## src/rtl/alu_pkg.sv

```systemverilog
package alu_pkg;

    localparam int OP_W   = 4;
    localparam int FLAG_W = 4;

    typedef enum logic [OP_W-1:0] {
        OP_ADD = 4'd0,
        OP_ADC = 4'd1,
        OP_SUB = 4'd2,
        OP_SBC = 4'd3,
        OP_NEG = 4'd4,
        OP_CMP = 4'd5,
        OP_CMN = 4'd6,
        OP_TST = 4'd7,
        OP_MUL = 4'd8
    } alu_op_e;

    typedef enum logic [1:0] {
        CIN_ZERO = 2'd0,
        CIN_ONE  = 2'd1,
        CIN_FLAG = 2'd2
    } cin_sel_e;

    typedef enum logic [1:0] {
        RES_SUM  = 2'd0,
        RES_AND  = 2'd1,
        RES_MUL  = 2'd2,
        RES_NONE = 2'd3
    } res_sel_e;

    typedef struct packed {
        logic     n;
        logic     z;
        logic     c;
        logic     v;
    } nzcv_t;

    typedef struct packed {
        logic     zero_a;
        logic     inv_b;
        cin_sel_e cin;
        res_sel_e rsel;
        logic     res_we;
        logic     upd_nz;
        logic     upd_cv;
    } alu_ctrl_t;

endpackage

```

## src/rtl/alu_decode.sv

```systemverilog
module alu_decode
    import alu_pkg::*;
(
    input  logic [OP_W-1:0] op_i,
    output alu_ctrl_t       ctrl_o
);
    always_comb begin
        ctrl_o = '{zero_a: 1'b0, inv_b: 1'b0, cin: CIN_ZERO, rsel: RES_NONE,
                   res_we: 1'b0, upd_nz: 1'b0, upd_cv: 1'b0};
        unique case (op_i)
            OP_ADD, OP_CMN: begin
                ctrl_o.rsel   = RES_SUM;
                ctrl_o.res_we = (op_i == OP_ADD);
                ctrl_o.upd_nz = 1'b1;
                ctrl_o.upd_cv = 1'b1;
            end
            OP_ADC: begin
                ctrl_o.cin    = CIN_FLAG;
                ctrl_o.rsel   = RES_SUM;
                ctrl_o.res_we = 1'b1;
                ctrl_o.upd_nz = 1'b1;
                ctrl_o.upd_cv = 1'b1;
            end
            OP_SUB, OP_CMP: begin
                ctrl_o.inv_b  = 1'b1;
                ctrl_o.cin    = CIN_ONE;
                ctrl_o.rsel   = RES_SUM;
                ctrl_o.res_we = (op_i == OP_SUB);
                ctrl_o.upd_nz = 1'b1;
                ctrl_o.upd_cv = 1'b1;
            end
            OP_SBC: begin
                ctrl_o.inv_b  = 1'b1;
                ctrl_o.cin    = CIN_FLAG;
                ctrl_o.rsel   = RES_SUM;
                ctrl_o.res_we = 1'b1;
                ctrl_o.upd_nz = 1'b1;
                ctrl_o.upd_cv = 1'b1;
            end
            OP_NEG: begin
                ctrl_o.zero_a = 1'b1;
                ctrl_o.inv_b  = 1'b1;
                ctrl_o.cin    = CIN_ONE;
                ctrl_o.rsel   = RES_SUM;
                ctrl_o.res_we = 1'b1;
                ctrl_o.upd_nz = 1'b1;
                ctrl_o.upd_cv = 1'b1;
            end
            OP_TST: begin
                ctrl_o.rsel   = RES_AND;
                ctrl_o.upd_nz = 1'b1;
            end
            OP_MUL: begin
                ctrl_o.rsel   = RES_MUL;
                ctrl_o.res_we = 1'b1;
                ctrl_o.upd_nz = 1'b1;
            end
            default: begin
                ctrl_o.rsel   = RES_NONE;
            end
        endcase
    end
endmodule

```

## src/rtl/alu_addsub.sv

```systemverilog
module alu_addsub #(
    parameter int W = 32
) (
    input  logic [W-1:0] a_i,
    input  logic [W-1:0] b_i,
    input  logic         zero_a_i,
    input  logic         inv_b_i,
    input  logic         cin_i,
    output logic [W-1:0] sum_o,
    output logic         cout_o,
    output logic         ovf_o
);
    logic [W-1:0] x;
    logic [W-1:0] y;
    logic [W:0]   full;

    always_comb begin
        x      = zero_a_i ? '0 : a_i;
        y      = inv_b_i ? ~b_i : b_i;
        full   = {1'b0, x} + {1'b0, y} + {{W{1'b0}}, cin_i};
        sum_o  = full[W-1:0];
        cout_o = full[W];
        // Overflow: like-signed inputs give an unlike-signed sum
        ovf_o  = (x[W-1] == y[W-1]) && (full[W-1] != x[W-1]);
    end
endmodule

```

## src/rtl/alu_mul.sv

```systemverilog
module alu_mul #(
    parameter int W = 32
) (
    input  logic [W-1:0] a_i,
    input  logic [W-1:0] b_i,
    output logic [W-1:0] prod_o
);
    // Low word only; identical for signed and unsigned operands
    always_comb prod_o = a_i * b_i;
endmodule

```

## src/rtl/alu_flag_reg.sv

```systemverilog
module alu_flag_reg
    import alu_pkg::*;
(
    input  logic  clk,
    input  logic  rst,
    input  logic  upd_nz_i,
    input  logic  upd_cv_i,
    input  nzcv_t next_i,
    output nzcv_t flags_o
);
    always_ff @(posedge clk) begin
        if (rst) begin
            flags_o <= '0;
        end else begin
            if (upd_nz_i) begin
                flags_o.n <= next_i.n;
                flags_o.z <= next_i.z;
            end
            if (upd_cv_i) begin
                flags_o.c <= next_i.c;
                flags_o.v <= next_i.v;
            end
        end
    end
endmodule

```

## src/rtl/alu_nzcv.sv

```systemverilog
module alu_nzcv
    import alu_pkg::*;
#(
    parameter int W = 32
) (
    input  logic              clk,
    input  logic              rst,
    input  logic [OP_W-1:0]   op_i,
    input  logic [W-1:0]      a_i,
    input  logic [W-1:0]      b_i,
    output logic [W-1:0]      result_o,
    output logic              res_we_o,
    output logic              flag_we_o,
    output logic [FLAG_W-1:0] flags_o
);
    alu_ctrl_t    ctrl;
    nzcv_t        flags_q;
    nzcv_t        flags_d;
    logic         cin;
    logic [W-1:0] sum;
    logic         cout;
    logic         ovf;
    logic [W-1:0] prod;

    alu_decode u_dec (
        .op_i   (op_i),
        .ctrl_o (ctrl)
    );

    always_comb begin
        unique case (ctrl.cin)
            CIN_ONE:  cin = 1'b1;
            CIN_FLAG: cin = flags_q.c;
            default:  cin = 1'b0;
        endcase
    end

    alu_addsub #(.W(W)) u_add (
        .a_i      (a_i),
        .b_i      (b_i),
        .zero_a_i (ctrl.zero_a),
        .inv_b_i  (ctrl.inv_b),
        .cin_i    (cin),
        .sum_o    (sum),
        .cout_o   (cout),
        .ovf_o    (ovf)
    );

    alu_mul #(.W(W)) u_mul (
        .a_i    (a_i),
        .b_i    (b_i),
        .prod_o (prod)
    );

    always_comb begin
        unique case (ctrl.rsel)
            RES_SUM: result_o = sum;
            RES_AND: result_o = a_i & b_i;
            RES_MUL: result_o = prod;
            default: result_o = '0;
        endcase
        flags_d.n = result_o[W-1];
        flags_d.z = (result_o == '0);
        flags_d.c = cout;
        flags_d.v = ovf;
        res_we_o  = ctrl.res_we;
        flag_we_o = ctrl.upd_nz | ctrl.upd_cv;
    end

    alu_flag_reg u_flags (
        .clk      (clk),
        .rst      (rst),
        .upd_nz_i (ctrl.upd_nz),
        .upd_cv_i (ctrl.upd_cv),
        .next_i   (flags_d),
        .flags_o  (flags_q)
    );

    assign flags_o = flags_q;
endmodule

```

## config.mk

```make
export PLATFORM = sky130hd
export DESIGN_NAME = alu_nzcv
export DESIGN_NICKNAME = d
export VERILOG_FILES = /design/src/rtl/alu_pkg.sv /design/src/rtl/alu_decode.sv /design/src/rtl/alu_addsub.sv /design/src/rtl/alu_mul.sv /design/src/rtl/alu_flag_reg.sv /design/src/rtl/alu_nzcv.sv
export SDC_FILE = /design/constraint.sdc
export NUM_CORES = 1
export LEC_CHECK = 0
export ABC_AREA = 0
export BUFFER_PORTS_ARGS = -buffer_cell sky130_fd_sc_hd__buf_2
export CORE_ASPECT_RATIO = 1.2
export CORE_MARGIN = 5
export CORE_UTILIZATION = 45
export CTS_CLUSTER_DIAMETER = 30
export DETAILED_ROUTE_END_ITERATION = 7
export HOLD_SLACK_MARGIN = 0.03
export SLEW_MARGIN = 20
export SYNTH_ARGS = -nofsm -noshare
export SYNTH_HDL_FRONTEND = slang
export SYNTH_SLANG_ARGS = --single-unit
```

## constraint.sdc

```tcl
create_clock -name clk -period 42.3 [get_ports clk]
set_clock_uncertainty 0.2 [all_clocks]
set_input_delay 12.69 -clock clk [delete_from_list [all_inputs] [get_ports clk]]
set_output_delay 12.69 -clock clk [all_outputs]
set_load 0.03 [all_outputs]
```

* Word-level counts from Yosys, hierarchy flattened
Cells that the tools add are included.
** Operators by class
- Mux-type cells :: 11
- $add $sub $neg :: 2
- Reductions and logical operators :: 12
- Bitwise operators :: 3
- $mul :: 1
- Equality and inequality tests :: 14
** Operator list (number)
- case mux 32 bit (3 select lines) :: 1
- 2-to-1 mux 32 bit :: 2
- adder 32 x 32 -> 33 bit :: 1
- adder 33 x 1 -> 33 bit :: 1
- AND 32 bit :: 1
- logical NOT 32 bit :: 1
- multiplier 32 x 32 -> 32 bit :: 1
- NOT 32 bit :: 1
- == test 4 x 3 -> 1 bit (second input constant) :: 4
- OR reduction 9 bit :: 1
- == test 4 x 2 -> 1 bit (second input constant) :: 2
- OR reduction 4 bit :: 2
- OR reduction 7 bit :: 1
- case mux 2 bit (3 select lines) :: 1
- OR reduction 2 bit :: 3
- == test 2 x 1 -> 1 bit (second input constant) :: 2
- == test 2 bit (second input constant) :: 2
- == test 4 x 1 -> 1 bit (second input constant) :: 1
- == test 4 bit (second input constant) :: 1
- logical NOT 4 bit :: 1
- 2-to-1 mux 1 bit :: 4
- case mux 2 bit (2 select lines) :: 1
- case mux 1 bit (3 select lines) :: 1
- OR reduction 3 bit :: 1
- 6 further kinds :: 6
** Storage, ports and cells
- Input bits :: 70
- Flip-flop bits (word level) :: 4
- Logic and storage cells :: 47

* Logic depth before layout (Yosys ltp)
Gate-level depths: netlist (run 1).
- Word-level depth :: 8
- Gate-level depth with buffers :: 30
- Gate-level depth less buffers :: 27

* Cells and area by module
From an unflattened synthesis (run 1), not the netlist that was laid out.
** Unflattened totals
- Cell total of the unflattened synthesis :: 2188
- Area total of the unflattened synthesis :: 19253.5 um2
** Modules (own cells, without submodules)
- alu_mul :: instances 1, cells each 1719, area each 15843.9 um2
- alu_addsub :: instances 1, cells each 311, area each 2284.7 um2
- alu_nzcv :: instances 1, cells each 127, area each 870.8 um2
- alu_flag_reg :: instances 1, cells each 12, area each 135.1 um2
- alu_decode :: instances 1, cells each 19, area each 118.9 um2

* Worst setup path after synthesis (run 1)
Ideal clock, no wire load.
- Kind :: in2out
- Start :: input a_i[12]
- End :: output result_o[25]
- Slack :: 9484 ps
- Stages :: 24
- Data arrival time :: 19926 ps
- Path through :: buf_1 -> clkbuf_1 -> and2_1 -> fa_1 -> fa_1 -> fa_1 -> inv_1 -> fa_1 -> inv_1 -> fa_1 -> inv_1 -> fa_1 -> inv_1 -> fa_1 -> fa_1 -> ha_1 -> clkbuf_1 -> a21oi_1 -> nand2_1 -> nand3_1 -> o21bai_1 -> a21boi_0 -> o41ai_1 -> o311ai_0
** On the way
- Cells in the longest elaborated chain, start to end :: 4
- Elaborated cells on any way between the ends :: 5
** RTL lines
- from (decl) :: RTL line alu_nzcv.sv:9 : input logic [W-1:0] a_i,
- 2-to-1 mux 32 bit :: RTL line alu_addsub.sv:18 : x = zero_a_i ? '0 : a_i;
- adder 32 x 32 -> 33 bit :: RTL line alu_addsub.sv:20 : full = {1'b0, x} + {1'b0, y} + {{W{1'b0}}, cin_i};
- adder 33 x 1 -> 33 bit :: RTL line alu_addsub.sv:20
- case mux 32 bit (3 select lines) (*) :: RTL line alu_nzcv.sv:56 : unique case (ctrl.rsel)
- to (decl) :: RTL line alu_nzcv.sv:11 : output logic [W-1:0] result_o,
Every way passes the cells marked *; elsewhere a longest branch is shown, timed or not.

* Worst setup path after layout (run 1)
- Start :: input a_i[8]
- End :: output result_o[25]
Same word-level chain as after synthesis.

==> results.py, run 1 <==
metrics = {
    "outcome": {
        "status": "completed",
    },
    "clock_tree": {
        "cts_tree": "built",
        "hold_buffers": 0,
        "path_clk_slew_ns": 0.03,
        "insertion_delay_ns": 0.22,
        "cts_inserted_buffers": 3,
        "clock_sinks": 4,
        "post_cts_buffers": 0,
        "ctsResizeCount": 0,
        "clk_path_buf_depth": 2,
        "root_buffer": "clkbuf_16",
        "htreeDepth": 1,
    },
    "timing": {
        "maxSlewViolCount": 0,
        "tightest_slew_ns": 0.934,
        "finalHoldViolCount": 0,
        "min_period_ns": 33.27,
        "final.setup.tns_ns": 0,
        "max_slew_margin_pct": 37.7,
        "setup_viol": 0,
        "rsz0062_at_grt": "false",
        "final.hold.worst_slack_ns": 0.264,
        "timing.fmax_mhz": 30.1,
        "min_period_over_period_pct": 78.7,
    },
    "logic_synthesis": {
        "synth-xor-area-share_pct": 5.76,
        "synth_top_family_by_area": "adder cells",
        "avgSynthCellArea_um2": 8.48,
        "synth_adder_area_share_pct": 52.6,
        "synth.mux.area_fraction_pct": 0.363,
        "synth_cell_types": 75,
        "syn_inst": 2279,
        "ys_async_sr_fraction_pct": 0,
        "yosysWarnings": 0,
        "ys_seq_area_share_pct": 0.415,
        "synth-edff-count": 0,
        "ys.flop_type": "dfxtp_1",
        "netlist_area_um2": 19300,
        "syn-num-nets": 2915,
        "ys_seq_elements": 4,
        "synth-simple-area-share_pct": 21.5,
        "synth_compound_area_share_pct": 9.02,
    },
    "critical_path": {
        "cp.required_ns": 29.41,
        "slowest_stage": "o311ai_0",
        "cp_common_cell": "fa_1",
        "arrival_ns": 20.38,
        "critPathTopFamily": "adder cells",
        "cp_max_fo": 26,
        "end_kind": "output pin",
        "crit_path_start_kind": "input pin",
        "slowest_delay_ns": 0.63,
        "worst-setup-path-type": "in2out",
        "path_buf_inv": 8,
    },
    "global_route": {
        "gr-total-overflow": 0,
        "grt_util_met2_pct": 47.2,
        "grt_start_max_net_pins": 34,
        "antenna_found_initial": 2,
        "grt_use_total_pct": 27.0,
        "met1_usage_pct": 35.7,
        "grt.busiest_layer": "met2",
        "grt_pass1_vias": 17100,
        "grt_pass1_wl_um": 99100,
        "use_met3_pct": 1.95,
    },
    "floorplanning": {
        "ioPinCount": 108,
        "num_rows": 83,
        "core_region_area_um2": 42700,
        "start_util_pct": 45.3,
        "die_w_um": 199,
        "die_y_um": 237,
        "dieArea_um2": 47200,
    },
    "placed_design": {
        "numPortBuffers": 107,
        "dp_hpwl_um": 48300,
        "place_congestion": 0.953,
    },
    "layout": {
        "regArea_um2": 80.1,
        "multiInputGateArea_um2": 17300,
        "drive_gt1_share_pct": 6.19,
        "layout_common_cells": "fa_1 (410), inv_1 (389), and2_1 (317)",
        "final.fill_count": 4187,
        "largest_register_ffs": 4,
        "largest-register": "u_flags.flags_o",
        "largest_registers": "u_flags.flags_o x4",
        "synthToLayoutAreaGrowth_pct": 4.64,
        "final_nets": 2900,
        "final_common_cell": "fa_1",
    },
    "routing": {
        "routed_wl_um": 62800,
        "drtPass1Iterations": 5,
        "drtIter0Drc": 1137,
        "drtAntennaViolNets": 0,
        "drc_errors": 0,
        "viasPerCell": 5.67,
        "via_count": 16000,
        "wl_per_cell_um": 22.3,
    },
    "run": {
        "max-cap-violations": 0,
    },
    "worst_hold_path": {
        "min_path_type": "reg2reg",
    },
}
Yosys cell counts (all sizes together) (5+ instances only):
master   number  area share [%]
fa          410              42
inv         390             7.6
and2        317              10
nand2       275             5.3
ha          156              10
clkbuf      135             2.6
xnor2        69             3.1
xor2         58             2.6
a21oi        53             1.4
nor2         47            0.91
o21ai        47             1.2
nor2b        35             1.1
nand3        28            0.73
nor3         21            0.54
o21a         17            0.66
a21o         15            0.58
nand2b       14            0.45
a211oi       13            0.62
o31ai        11            0.45
a31oi        10            0.32
and3         10            0.32
o211ai       10            0.39
a22oi         8            0.31
a32oi         8            0.36
o221ai        8            0.36
mux2i         7            0.36
nand4         7            0.23
or4           7            0.27
nor3b         6            0.23
o21bai        6            0.23
or2           6            0.19
a2111oi       5            0.26
o22ai         5            0.16
metrics by stage:
| step | std cells | utilization, % | setup WS (ns) | cell area, um2 |
|---|---|---|---|---|
| 3_5_place_dp | 2811 | 47.2 | 9.09 | 20100 |
| 2_1_floorplan | 2279 | - | 9.48 | 19300 |
| 3_3_place_gp | 2811 | 47.2 | 9.15 | 20100 |
| 6_report | 2815 | 47.4 | 9.03 | 20200 |
| 4_1_cts | 2814 | 47.4 | 9.08 | 20200 |
| 5_1_grt | 2815 | 47.4 | 8.74 | 20200 |
per-layer routing:
| layer | wire length (um) | up-vias |
|---|---|---|
| met5 | 0 | - |
| met2 | 31300 | 608 |
| met4 | 2640 | 0 |
| met3 | 3780 | 127 |
| li1 | - | 7008 |
| met1 | 25100 | 8209 |
kinds of logic (layout without fill, tap and decap cells):
| group | Yosys count | in the layout |
|---|---|---|
| buf+inv | 529 | 512 |
| flops | 4 | 4 |
| simple gates | 794 | 794 |
| fa+ha+maj | 566 | 566 |
| compound gates | 252 | 252 |
| mux | 7 | 7 |
| other cells | 0 | 1 |
| xor+xnor | 127 | 127 |
final cells by class:
type,count,area share [%]
Antenna cell,1,0.0124
Clock buffer,3,0.371
Inverter,390,7.24
Multi-Input combinational cell,1746,85.5
Sequential cell,4,0.396
Tap cell,552,3.42
Timing Repair Buffer,119,3.09
worst paths after layout:
check	end	slack, ns	start	cells after the start
hold reg to reg	u_flags.flags_o[0]	0.26	u_flags.flags_o[0]	2
hold / removal	u_flags.flags_o[0]	0.26	u_flags.flags_o[0]	2
setup / recovery	result_o[25]	9.03	a_i[8]	25
setup reg to reg	u_flags.flags_o[2]	36.99	u_flags.flags_o[1]	16
tightest hold or removal path: stages, from the launching register on:
cell and delay [ns]:
dfxtp_1 0.30, nand2_1 0.05, a21oi_1 0.05
Power of run 1 is not shown: default switching activity piles up to over one toggle a cycle in this logic, so the estimate is an artifact.
==> run 2, diff against run 1 <==
==> constraint.sdc (replaced) <==
create_clock -name clk -period 30.1 [get_ports clk]
set_clock_uncertainty 0.2 [all_clocks]
set_input_delay 9.03 -clock clk [delete_from_list [all_inputs] [get_ports clk]]
set_output_delay 9.03 -clock clk [all_outputs]
set_load 0.03 [all_outputs]
==> run 2 against run 1 <==
Effect of this change: routed wire length decreased by 0.37%; die area unchanged; utilization unchanged; cell count unchanged; sequential share of layout area unchanged; count of clock-buffer cells in the layout unchanged; non-clock buffer count unchanged; global-route usage decreased by 0.068 points.
==> results.py, run 2 (same netlist as run 1, synthesis figures left out) <==
metrics = {
    "outcome": {
        "status": "completed",
    },
    "layout": {
        "multiInputGateArea_um2": 17300,
        "synthToLayoutAreaGrowth_pct": 4.64,
        "final.fill_count": 4171,
        "layout_common_cells": "fa_1 (410), inv_1 (389), and2_1 (317)",
        "largest_register_ffs": 4,
        "final_nets": 2900,
        "largest_registers": "u_flags.flags_o x4",
        "regArea_um2": 80.1,
        "drive_gt1_share_pct": 6.19,
        "stdcell_area_um2": 20200,
        "largest-register": "u_flags.flags_o",
        "final_common_cell": "fa_1",
    },
    "global_route": {
        "gr-total-overflow": 0,
        "grt_pass1_vias": 17000,
        "antenna_found_initial": 2,
        "grt_use_total_pct": 26.9,
        "grt_pass1_wl_um": 98800,
        "grt_start_max_net_pins": 34,
    },
    "timing": {
        "maxSlewViolCount": 0,
        "min_period_over_period_pct": 86.2,
        "tightest_slew_ns": 0.919,
        "setup_viol": 0,
        "timing.fmax_mhz": 38.6,
        "min_period_ns": 25.93,
        "rsz0062_at_grt": "false",
        "final.setup.tns_ns": 0,
        "final.hold.worst_slack_ns": 0.259,
        "finalHoldViolCount": 0,
        "max_slew_margin_pct": 38.7,
    },
    "placed_design": {
        "dp_hpwl_um": 48300,
        "place_congestion": 0.953,
        "placed_area_um2": 20100,
        "numPortBuffers": 107,
    },
    "floorplanning": {
        "start_util_pct": 45.3,
        "dieArea_um2": 47200,
        "ioPinCount": 108,
        "die_w_um": 199,
        "core_region_area_um2": 42700,
        "die_y_um": 237,
        "num_rows": 83,
    },
    "critical_path": {
        "arrival_ns": 16.70,
        "critPathTopFamily": "adder cells",
        "end_kind": "output pin",
        "worst-setup-path-type": "in2out",
        "path_buf_inv": 6,
        "cp.required_ns": 20.87,
        "crit_path_start_kind": "input pin",
        "cp_max_fo": 24,
        "cp_common_cell": "fa_1",
        "slowest_stage": "fa_1",
        "slowest_delay_ns": 0.55,
    },
    "clock_tree": {
        "clk_path_buf_depth": 2,
        "cts_inserted_buffers": 3,
        "path_clk_slew_ns": 0.03,
        "hold_buffers": 0,
        "ctsResizeCount": 0,
        "clock_sinks": 4,
        "htreeDepth": 1,
        "root_buffer": "clkbuf_16",
        "insertion_delay_ns": 0.22,
        "post_cts_buffers": 0,
        "cts_tree": "built",
    },
    "run": {
        "max-cap-violations": 0,
    },
    "routing": {
        "viasPerCell": 5.63,
        "drtIter0Drc": 1099,
        "drtAntennaViolNets": 0,
        "wl_per_cell_um": 22.2,
        "drc_errors": 0,
        "routed_wl_um": 62500,
        "drtPass1Iterations": 5,
        "via_count": 15900,
    },
    "worst_hold_path": {
        "min_path_type": "reg2reg",
    },
}
-- run 2: per-stage QoR --
stage | worst slack [ns] | util, % | cells
2_1_floorplan | 4.60 | - | 2279
3_3_place_gp | 4.27 | 47.2 | 2811
3_5_place_dp | 4.21 | 47.2 | 2811
4_1_cts | 4.21 | 47.4 | 2814
5_1_grt | 3.89 | 47.4 | 2815
6_report | 4.17 | 47.4 | 2815
-- run 2: worst min-delay path: stages, from the launching register on --
cell     delay (ns)
dfxtp_1        0.30
nand2_1        0.05
a21oi_1        0.05
-- run 2: final timing paths --
path                                    startpoint            endpoint  slack, ns  depth (start not counted)
worst max register to register  u_flags.flags_o[1]  u_flags.flags_o[2]      24.79                         16
worst min-delay path            u_flags.flags_o[0]  u_flags.flags_o[0]       0.26                          2
worst max-delay path                       a_i[10]        result_o[30]       4.17                         25
worst min register to register  u_flags.flags_o[0]  u_flags.flags_o[0]       0.26                          2
-- run 2: layout make-up --
cell class                      count  area share (%)
Antenna cell                        1          0.0124
Clock buffer                        3           0.371
Inverter                          390            7.24
Multi-Input combinational cell   1746            85.5
Sequential cell                     4           0.396
Tap cell                          552            3.42
Timing Repair Buffer              119            3.09
-- run 2: layer usage --
metal | GRT usage [%] | part of all wire (%)
met1 | 35.7 | 40
met2 | 47.1 | 50
met3 | 2.31 | 5.8
met4 | 7.61 | 3.8
met5 | 0 | 0
Power of run 2 is left out for the same reason.
